`src/rtl/mdio_pkg.sv`:
```
package mdio_pkg;
    localparam int SEL_W    = 3;
    localparam int DIV_W    = 6;
    localparam int ADDR_W   = 5;
    localparam int DATA_W   = 16;
    localparam int PRE_BITS = 32;
    localparam int HDR_BITS = 4 + 2 * ADDR_W;
    localparam int TA_BITS  = 2;
    localparam int SH_W     = HDR_BITS + TA_BITS + DATA_W;
    localparam int BCNT_W   = $clog2(PRE_BITS);

    typedef enum logic [2:0] {
        ST_IDLE,
        ST_PRE,
        ST_HDR,
        ST_TA,
        ST_DATA
    } mdio_state_e;

    function automatic logic [DIV_W-1:0] sel_to_div(input logic [SEL_W-1:0] sel);
        logic [DIV_W-1:0] d;
        unique case (sel)
            3'd0, 3'd1: d = DIV_W'(4);
            3'd2:       d = DIV_W'(6);
            3'd3:       d = DIV_W'(8);
            3'd4:       d = DIV_W'(10);
            3'd5:       d = DIV_W'(20);
            3'd6:       d = DIV_W'(30);
            3'd7:       d = DIV_W'(40);
        endcase
        return d;
    endfunction
endpackage

```
`src/rtl/mdio_mdc_gen.sv`:
```
module mdio_mdc_gen
    import mdio_pkg::*;
#(
    parameter int DW = DIV_W
) (
    input  logic          clk,
    input  logic          rst_n,
    input  logic          run,
    input  logic [DW-1:0] div,
    output logic          mdc,
    output logic          sample,
    output logic          bit_end
);
    logic [DW-1:0] cnt;
    logic [DW-1:0] half;
    logic [DW-1:0] last;

    assign half = div >> 1;
    assign last = div - DW'(1);

    always_ff @(posedge clk) begin
        if (!rst_n)           cnt <= '0;
        else if (!run)        cnt <= '0;
        else if (cnt == last) cnt <= '0;
        else                  cnt <= cnt + DW'(1);
    end

    // low phase gets floor(D/2) cycles, high phase the remainder
    assign mdc     = run && (cnt >= half);
    assign sample  = run && (cnt == half);
    assign bit_end = run && (cnt == last);

    p_cnt_range_r3: assert property (@(posedge clk) disable iff (!rst_n)
        run |-> (cnt < div));
endmodule

```
`src/rtl/mdio_frame_fsm.sv`:
```
module mdio_frame_fsm
    import mdio_pkg::*;
(
    input  logic              clk,
    input  logic              rst_n,
    input  logic              start,
    input  logic              rd_nwr,
    input  logic [ADDR_W-1:0] phy_addr,
    input  logic [ADDR_W-1:0] reg_addr,
    input  logic [DATA_W-1:0] wr_data,
    input  logic [SEL_W-1:0]  cfg_sel,
    input  logic              cfg_nopre,
    input  logic              mdio_i,
    input  logic              sample,
    input  logic              bit_end,
    output logic              busy,
    output logic [DIV_W-1:0]  div_q,
    output logic              mdio_o,
    output logic              mdio_oe,
    output logic [DATA_W-1:0] rd_data
);
    mdio_state_e       state, nxt;
    logic [BCNT_W-1:0] bcnt, lim;
    logic [SH_W-1:0]   sh;
    logic [DATA_W-1:0] rdsh;
    logic              rd_q;
    logic              accept;
    logic              seg_done;

    // next-state logic
    always_comb begin
        nxt      = state;
        accept   = 1'b0;
        lim      = '0;
        unique case (state)
            ST_IDLE: lim = '0;
            ST_PRE:  lim = BCNT_W'(PRE_BITS - 1);
            ST_HDR:  lim = BCNT_W'(HDR_BITS - 1);
            ST_TA:   lim = BCNT_W'(TA_BITS - 1);
            ST_DATA: lim = BCNT_W'(DATA_W - 1);
        endcase
        seg_done = bit_end && (bcnt == lim);
        unique case (state)
            ST_IDLE: if (start) begin
                accept = 1'b1;
                nxt    = cfg_nopre ? ST_HDR : ST_PRE;
            end
            ST_PRE:  if (seg_done) nxt = ST_HDR;
            ST_HDR:  if (seg_done) nxt = ST_TA;
            ST_TA:   if (seg_done) nxt = ST_DATA;
            ST_DATA: if (seg_done) nxt = ST_IDLE;
        endcase
    end

    // state register
    always_ff @(posedge clk) begin
        if (!rst_n) state <= ST_IDLE;
        else        state <= nxt;
    end

    // frame datapath
    always_ff @(posedge clk) begin
        if (!rst_n) begin
            bcnt    <= '0;
            sh      <= '0;
            rdsh    <= '0;
            rd_q    <= 1'b0;
            div_q   <= sel_to_div('0);
            rd_data <= '0;
        end else begin
            if (state != nxt)  bcnt <= '0;
            else if (bit_end)  bcnt <= bcnt + BCNT_W'(1);

            if (accept) begin
                rd_q  <= rd_nwr;
                div_q <= sel_to_div(cfg_sel);
                sh    <= {2'b01, (rd_nwr ? 2'b10 : 2'b01), phy_addr, reg_addr,
                          (rd_nwr ? 2'b00 : 2'b10), (rd_nwr ? '0 : wr_data)};
            end else if (bit_end && state != ST_PRE && state != ST_IDLE) begin
                sh <= {sh[SH_W-2:0], 1'b0};
            end

            if (sample && state == ST_DATA && rd_q)
                rdsh <= {rdsh[DATA_W-2:0], mdio_i};

            if (state == ST_DATA && nxt == ST_IDLE && rd_q)
                rd_data <= rdsh;
        end
    end

    // outputs
    always_comb begin
        busy    = (state != ST_IDLE);
        mdio_oe = 1'b0;
        mdio_o  = 1'b0;
        unique case (state)
            ST_IDLE: ;
            ST_PRE:  begin mdio_oe = 1'b1; mdio_o = 1'b1; end
            ST_HDR:  begin mdio_oe = 1'b1; mdio_o = sh[SH_W-1]; end
            ST_TA, ST_DATA: begin
                mdio_oe = !rd_q;
                mdio_o  = !rd_q && sh[SH_W-1];
            end
        endcase
    end

    p_start_busy_r7: assert property (@(posedge clk) disable iff (!rst_n)
        (start && !busy) |=> busy);
    p_div_stable_r8: assert property (@(posedge clk) disable iff (!rst_n)
        (busy && $past(busy)) |-> $stable(div_q));
    p_div_legal_r1: assert property (@(posedge clk) disable iff (!rst_n)
        busy |-> (div_q inside {6'd4, 6'd6, 6'd8, 6'd10, 6'd20, 6'd30, 6'd40}));
endmodule

```
`src/rtl/mdio_master.sv`:
```
module mdio_master
    import mdio_pkg::*;
(
    input  logic                clk,
    input  logic                rst_n,
    input  logic                cfg_wr,
    input  logic [SEL_W+1:0]    cfg_wdata,
    input  logic                start,
    input  logic                rd_nwr,
    input  logic [ADDR_W-1:0]   phy_addr,
    input  logic [ADDR_W-1:0]   reg_addr,
    input  logic [DATA_W-1:0]   wr_data,
    input  logic                mdio_i,
    output logic                mdc,
    output logic                mdio_o,
    output logic                mdio_oe,
    output logic                busy,
    output logic [DATA_W-1:0]   rd_data
);
    logic [SEL_W-1:0] cfg_sel_q;
    logic             cfg_nopre_q;
    logic             cfg_unused_bit;
    logic [DIV_W-1:0] div_q;
    logic             sample, bit_end;

    assign cfg_unused_bit = cfg_wdata[0];

    always_ff @(posedge clk) begin
        if (!rst_n) begin
            cfg_sel_q   <= '0;
            cfg_nopre_q <= 1'b0;
        end else if (cfg_wr) begin
            cfg_sel_q   <= cfg_wdata[SEL_W+1:2];
            cfg_nopre_q <= cfg_wdata[1];
        end
    end

    mdio_frame_fsm u_fsm (
        .clk       (clk),
        .rst_n     (rst_n),
        .start     (start),
        .rd_nwr    (rd_nwr),
        .phy_addr  (phy_addr),
        .reg_addr  (reg_addr),
        .wr_data   (wr_data),
        .cfg_sel   (cfg_sel_q),
        .cfg_nopre (cfg_nopre_q),
        .mdio_i    (mdio_i),
        .sample    (sample),
        .bit_end   (bit_end),
        .busy      (busy),
        .div_q     (div_q),
        .mdio_o    (mdio_o),
        .mdio_oe   (mdio_oe),
        .rd_data   (rd_data)
    );

    mdio_mdc_gen #(.DW(DIV_W)) u_mdc (
        .clk     (clk),
        .rst_n   (rst_n),
        .run     (busy),
        .div     (div_q),
        .mdc     (mdc),
        .sample  (sample),
        .bit_end (bit_end)
    );

    p_idle_quiet_r2: assert property (@(posedge clk) disable iff (!rst_n)
        !busy |-> (!mdc && !mdio_oe));
    p_mdio_hold_r5: assert property (@(posedge clk) disable iff (!rst_n)
        (busy && mdc) |-> $stable(mdio_o));
endmodule

```
`config.mk`:
```
export PLATFORM = sky130hd
export DESIGN_NAME = mdio_master
export DESIGN_NICKNAME = d
export VERILOG_FILES = /design/src/rtl/mdio_pkg.sv /design/src/rtl/mdio_mdc_gen.sv /design/src/rtl/mdio_frame_fsm.sv /design/src/rtl/mdio_master.sv
export SDC_FILE = /design/constraint.sdc
export NUM_CORES = 1
export LEC_CHECK = 0
export ABC_AREA = 1
export CAP_MARGIN = 0
export CORE_UTILIZATION = 54
export CTS_CLUSTER_DIAMETER = 60
export CTS_CLUSTER_SIZE = 28
export DETAILED_ROUTE_END_ITERATION = 6
export GPL_ROUTABILITY_DRIVEN = 0
export HOLD_SLACK_MARGIN = 0.03
export PLACE_DENSITY = 0.82
export REMOVE_ABC_BUFFERS = 1
export SLEW_MARGIN = 15
export SYNTH_ARGS = -nofsm -noshare
export SYNTH_HDL_FRONTEND = slang
export SYNTH_SLANG_ARGS = --single-unit
```
`constraint.sdc`:
```
create_clock -name clk -period 2.57 [get_ports clk]
set_input_delay 0.514 -clock clk [delete_from_list [all_inputs] [get_ports clk]]
set_output_delay 0.514 -clock clk [all_outputs]
set_load 0.01 [all_outputs]
```
# Word-level counts from Yosys, hierarchy flattened
# Memory sizes are Yosys's and may differ from the RTL's. A register that Yosys moved wholly into a read port is not among the register bits.
# Index checks and enable logic that the tools add are counted.
[totals]
register_bits = 89
latch_bits = 0
ramBits = 0
mem_bits_ro = 40
in_bits = 37
out_inout_bits = 20
wordCells = 66
n_memories = 1
[memory_table]
columns = ["memory", "depth", "word_bits", "read_ports", "rd_clocked_by_memory_dff", "write_ports", "line_no", "rtl"]
rows = [
  ["(name not given)", 8, 5, 1, 1, 0, "mdio_pkg.sv:22", "unique case (sel)"],
]
[classes]
addsub = 3
n_mul = 0
div = 0
order_cmp = 1
eq_ne = 9
shift = 0
muxes = 17
n_bitwise = 2
n_reduce_logical = 22
[ops]
columns = ["operator", "n"]
rows = [
  ["$mux W31", 2],
  ["$pmux W5 S5", 1],
  ["$mux W16", 1],
  ["$mux W3", 5],
  ["$pmux W3 S5", 1],
  ["$logic_and A1 B1 Y1", 11],
  ["$reduce_or A2 Y1", 4],
  ["$add A6 B1 Y6 const B", 1],
  ["$eq A3 B2 Y1 const B", 2],
  ["$eq A6 B5 Y1", 1],
  ["$eq A6 B6 Y1", 1],
  ["$ge A6 B5 Y1", 1],
  ["$logic_not A3 Y1", 2],
  ["$mux W2", 3],
  ["$sub A6 B1 Y6 const B", 1],
  ["$add A5 B1 Y5 const B", 1],
  ["$eq A5 B5 Y1", 1],
  ["$eq A3 B1 Y1 const B", 1],
  ["$eq A3 B3 Y1 const B", 1],
  ["$ne A3 B1 Y1 const B", 1],
  ["$ne A3 B3 Y1", 1],
  ["$pmux W1 S3", 1],
  ["$reduce_bool A3 Y1", 1],
  ["$reduce_or A3 Y1", 1],
  ["5 further kinds", 8],
]

# Depth between registers and ports, before layout
[logic_depth]
depth_word = 9
ltp_mapped = 17
ltp_nobuf = 17

# Cells and area by module
# A second synthesis with hierarchy kept.
[unflattened]
cells_unflattened = 606
hier_area_um2 = 4230.3
[modules_own_cells]
columns = ["module", "n_inst", "cells_each", "area_per_inst_um2", "seq_area_each_um2"]
rows = [
  ["mdio_frame_fsm", 1, 489, 3479.6, 1561.5],
  ["mdio_mdc_gen", 1, 92, 584.3, 120.1],
  ["mdio_master", 1, 25, 166.4, 80.1],
]

# Least setup slack after synthesis
# Ideal clock, no wire load.
[synth_timing]
path_type = "register -> register"
from = "reg u_fsm.div_q[1]"
to = "reg u_fsm.rd_data[1]"
setup_ns = 0.147
t_arrival_ns = 1.981
slack_ns = 0.443
stages_incl_launch_ff = 14
path_buffers = 1
period_less_slack_ns = 2.127
path_cell_list = "dfxtp_1 inv_1 ha_1 xor2_1 nand2_1 nor2_1 nand3_2 nor2_4 nand3_1 nand3_2 nand3_2 buf_4 nor2_1 a211oi_2"
[synth_via]
elab_chain_len = 9
word_cells_on_any_way = 12
classes_between = "1 x add/sub; 1 x eq/ne; 5 x mux; 5 x reduce/logical"
[synth_lines]
columns = ["item", "line_no", "rtl"]
rows = [
  ["start, declared", "mdio_frame_fsm.sv:17", "output logic [DIV_W-1:0] div_q,"],
  ["$sub A6 B1 Y6 (*)", "mdio_mdc_gen.sv:19", "assign last = div - DW'(1);"],
  ["$eq A6 B6 Y1 (*)", "mdio_mdc_gen.sv:31", "assign bit_end = run && (cnt == last);"],
  ["$logic_and A1 B1 Y1 (*)", "mdio_mdc_gen.sv:31", ""],
  ["$logic_and A1 B1 Y1 (*)", "mdio_frame_fsm.sv:42", "seg_done = bit_end && (bcnt == lim);"],
  ["$mux W3 (on tied branches)", "-", ""],
  ["$pmux W3 S5 (*)", "mdio_frame_fsm.sv:43", "unique case (state)"],
  ["$logic_not A3 Y1 (*)", "mdio_frame_fsm.sv:86", "if (state == ST_DATA && nxt == ST_IDLE && rd_q)"],
  ["$logic_and A1 B1 Y1 (*) (2 in a row)", "mdio_frame_fsm.sv:86", ""],
  ["end signal, assigned", "mdio_frame_fsm.sv:87", "rd_data <= rdsh;"],
  ["end, declared", "mdio_frame_fsm.sv:20", "output logic [DATA_W-1:0] rd_data"],
]
# Mark *: on every way between the ends. The rest lies on a longest branch, timed or not.
# A chain may end at the register's enable or synchronous reset.

# Worst setup path after layout
[layout_timing]
from = "reg u_fsm.state[2]"
to = "out mdio_o"
[layout_via]
elab_chain_len = 3
word_cells_on_any_way = 6
classes_between = "4 x eq/ne; 1 x mux; 1 x reduce/logical"
[layout_lines]
columns = ["item", "line_no", "rtl"]
rows = [
  ["start, declared", "mdio_frame_fsm.sv:22", "mdio_state_e state, nxt;"],
  ["start signal, assigned", "mdio_frame_fsm.sv:58", "else state <= nxt;"],
  ["$eq A3 B2 Y1 or $eq A3 B3 Y1 (tied branches)", "mdio_frame_fsm.sv:96", "unique case (state)"],
  ["$reduce_or A2 Y1", "mdio_frame_fsm.sv:96", ""],
  ["$pmux W1 S3 (*)", "mdio_frame_fsm.sv:96", ""],
  ["end, declared", "mdio_master.sv:15", "output logic mdio_o,"],
]
# Marked as above.

==> results.yml <==
drt:
  ant_nets: 0
  vias_per_cell: 5.301
  drt-initial-drc-count: 197
  drc: 0
  firstDrtPassIters: 4
  routed_wl_microns: 8791
  vias: 3684
  wl_per_cell_microns: 12.65
die:
  dieArea_sq_mm: 0.007924
  io_pins: 57
  die_h_microns: 89.02
  num_rows: 31
  start_util_pct: 56.07
  die_w_microns: 89.02
  core-area_sq_mm: 0.007292
logic_synthesis:
  synth-edff-count: 0
  yosysTopAreaCell: "dfxtp_1"
  yosys.area.top_type_share_pct: 43.08
  synth_cell_type_count: 36
  netlist_area_sq_mm: 0.004089
  synth_area_leaders: "dfxtp_1 (43%), nand2_1 (7.8%), nor2_1 (7.8%)"
  yosysSeqAreaShare_pct: 43.08
  synth-seq-cells: 88
  yosys_warnings: 0
  synthesis.instances: 537
  synth.avg_cell_area_sq_um: 7.614
  synth_ff_type: "dfxtp_1"
  synthArstFlopShare_pct: 0
power_and_ir_drop:
  ir_worst_vdd_mv: 0.3982
  swShare_pct: 30.35
  internal_power_mw: 2.044
  combPwrFrac_pct: 19.8
  power.density_mw_per_mm2: 595.2
  pwr-share-seq_pct: 51.4
  switching_power_mw: 0.8909
  clkPwrFrac_pct: 28.8
  p_leak_nw: 1.981
cells_and_area:
  fillers: 633
  areaGrowthSynthToFinish_pct: 20.59
  drive_above_1_share_pct: 11.74
  antenna_cells: 0
  nets: 638
  fin_cells: 695
  multi_input_area_sq_mm: 0.001983
  seqCellArea_sq_mm: 0.001768
critical_path:
  required_ns: 2.06
  critical_path_class: "flip-flop to primary output"
  rr_endpoint: "u_fsm.rd_data[3]"
  end_kind: "primary output"
  startpoint_type: "flip-flop"
  worst-r2r-cell-count: 15
  path_max_fanout: 7
  worstPathArrival_ns: 1.91
  reg2reg_slack_ns: 0.24
  rr_startpoint: "u_fsm.div_q[2]"
place:
  dp_cells: 677
  portBuffers: 55
  dp_hpwl_microns: 6160
cts:
  cts.sinks: 88
  cts_buffers: 9
  clockBufferDepth: 2
  cts_tree: "built"
  htreeDepth: 3
  path_clk_slew_ns: 0.09
  clk-insertion-delay-late_ns: 0.35
  clockRootBuffer: "clkbuf_8"
run:
  max_cap_violations: 0
timing:
  worst_pin_slew_ns: 0.9691
  clock_skew_ns: 0.01207
  relSlewSlack_pct: 35.32
  fmax_mhz: 413.0
  rsz0062_at_grt: "false"
  whs_ns: 0.4449
  fin_tns_setup_ns: 0
  hold_violations: 0
  finalCritPeriodShare_pct: 94.21
  period_needed_ns: 2.421
  drv_slew: 0
  finalSetupViolCount: 0
worst_hold_path:
  min_from: "u_fsm.rd_data[7]"
  hp-class: "flip-flop to flip-flop"
  holdPathStages: 2
  min_to: "u_fsm.rd_data[7]"
global_routing:
  grt_usage_pct: 23.73
  grt_max_degree: 39
  antenna_found_initial: 0
  grt_pass1_vias: 3364
  grt_pass1_wl_microns: 14600
  grt.overflow.total: 0
status:
  outcome: "completed"
==> how the worst max path moves through the flow <==
stage / from / end / slack [ns] / cells after the start
2_1_floorplan: u_fsm.div_q[1] / u_fsm.rd_data[0] / 0.09 / 12
4_1_cts: u_fsm.state[0] / mdio_o / 0.02 / 7
3_3_place_gp: u_fsm.div_q[1] / u_fsm.rd_data[0] / 0.26 / 13
6_report: u_fsm.state[2] / mdio_o / 0.15 / 6
3_5_place_dp: u_fsm.div_q[1] / u_fsm.sh[1] / 0.18 / 14
5_1_grt: u_fsm.div_q[2] / u_fsm.rd_data[3] / 0.004 / 15
==> state kept, by name (all words and copies together), names as in the netlist <==
| register | count |
|---|---|
| u_fsm.state | 3 |
| u_fsm.div_q | 5 |
| cfg_sel_q | 3 |
| u_fsm.sh | 32 |
| u_fsm.rdsh | 16 |
| u_fsm.rd_data | 16 |
| u_fsm.bcnt | 5 |
| u_mdc.cnt | 6 |
| u_fsm.rd_q | 1 |
| cfg_nopre_q | 1 |
==> cells in the final DEF (no fill, tap or decap), types with 2 or more instances in the layout <==
cell / synthesis / routed
nor2_1: 85 / 84
nand3_2: 4 / 4
nand3_1: 18 / 18
inv_6: 0 / 2
o21ai_0: 57 / 56
a211oi_2: 12 / 12
a31oi_1: 12 / 12
nor2_4: 4 / 4
dfxtp_2: 0 / 5
xnor2_1: 3 / 3
nand2_2: 6 / 6
nor3_1: 7 / 7
xor2_1: 6 / 6
nand2_1: 85 / 85
clkbuf_8: 0 / 9
buf_12: 0 / 2
clkinv_2: 0 / 2
a211oi_1: 3 / 3
ha_1: 10 / 10
buf_4: 3 / 9
inv_1: 51 / 51
a21oi_1: 21 / 21
clkinvlp_4: 0 / 2
nand4_1: 3 / 3
nor2_2: 1 / 2
nor3b_1: 2 / 2
inv_2: 10 / 10
a221oi_1: 16 / 16
clkdlybuf4s50_1: 0 / 54
dfxtp_1: 88 / 83
o21ai_1: 3 / 4
==> cells in the mapped netlist, types with 12 or more instances <==
cell and instances:
nand2_1 85, nand3_1 18, a21oi_1 21, dfxtp_1 88, o21ai_0 57, a211oi_2 12
a31oi_1 12, a221oi_1 16, clkbuf_1 13, nor2_1 85, inv_1 51
==> what timing repair did <==
item	4_1_cts	5_1_grt
setup endpoints to repair	2	44
buffers inserted	1	1
gates resized for setup	3	5
pin swaps	1	1
hold buffers	0	0
==> critical path, cell delays in order, from the launching register on <==
cell and delay (ns):
dfxtp_1 0.48, nand2_2 0.15, nand2_1 0.10, inv_2 0.04
o21ai_1 0.14, o21a_1 0.14, clkdlybuf4s50_1 0.52
==> stage by stage <==
step	setup slack (ns)	power, mW	utilization [%]	instance area (sq um)
final	0.1488	2.935	67.62	4931
after global routing	0.003562	3.102	67.62	4931
after CTS	0.01813	2.955	67.43	4917
after detailed placement	0.1825	2.104	64.98	4738
after global placement	0.2562	2.081	64.98	4738
after floorplan	0.08828	1.893	-	3971
==> per-layer routing <==
metal	track usage (%)	part of all wire [%]	wire length [microns]	vias up
li1	-	-	-	1890
met1	29.82	45	3957	1728
met2	40.84	50	4419	55
met3	5.540	3.3	294	11
met4	6.926	1.4	119	0
met5	0	0	0	-
==> cell families after synthesis <==
family          count (synthesis)  synth area share, %
simple gates                  216                22.95
xor+xnor                        9                1.928
flops                          88                43.08
fa+ha+maj                      10                3.060
compound gates                130                20.50
buf+inv                        84                8.476
==> power groups by stage <==
stage | Combinational, mW | Sequential (mW) | Clock (mW)
after floorplan | 0.373 | 1.52 | 0
after global placement | 0.550 | 1.53 | 0
after detailed placement | 0.568 | 1.54 | 0
after CTS | 0.578 | 1.51 | 0.871
after global routing | 0.653 | 1.52 | 0.928
final | 0.580 | 1.51 | 0.846
==> cell type report <==
type                       count  share of cell area, %
multi-input combinational    365                  40.22
timing repair buffer          66                  13.32
sequential                    88                  35.85
inverter                      61                  4.643
tap                           99                  2.512
clock inverter                 6                 0.8627
clock buffer                  10                  2.588
No activity file was read; power rests on OpenSTA's default activity.
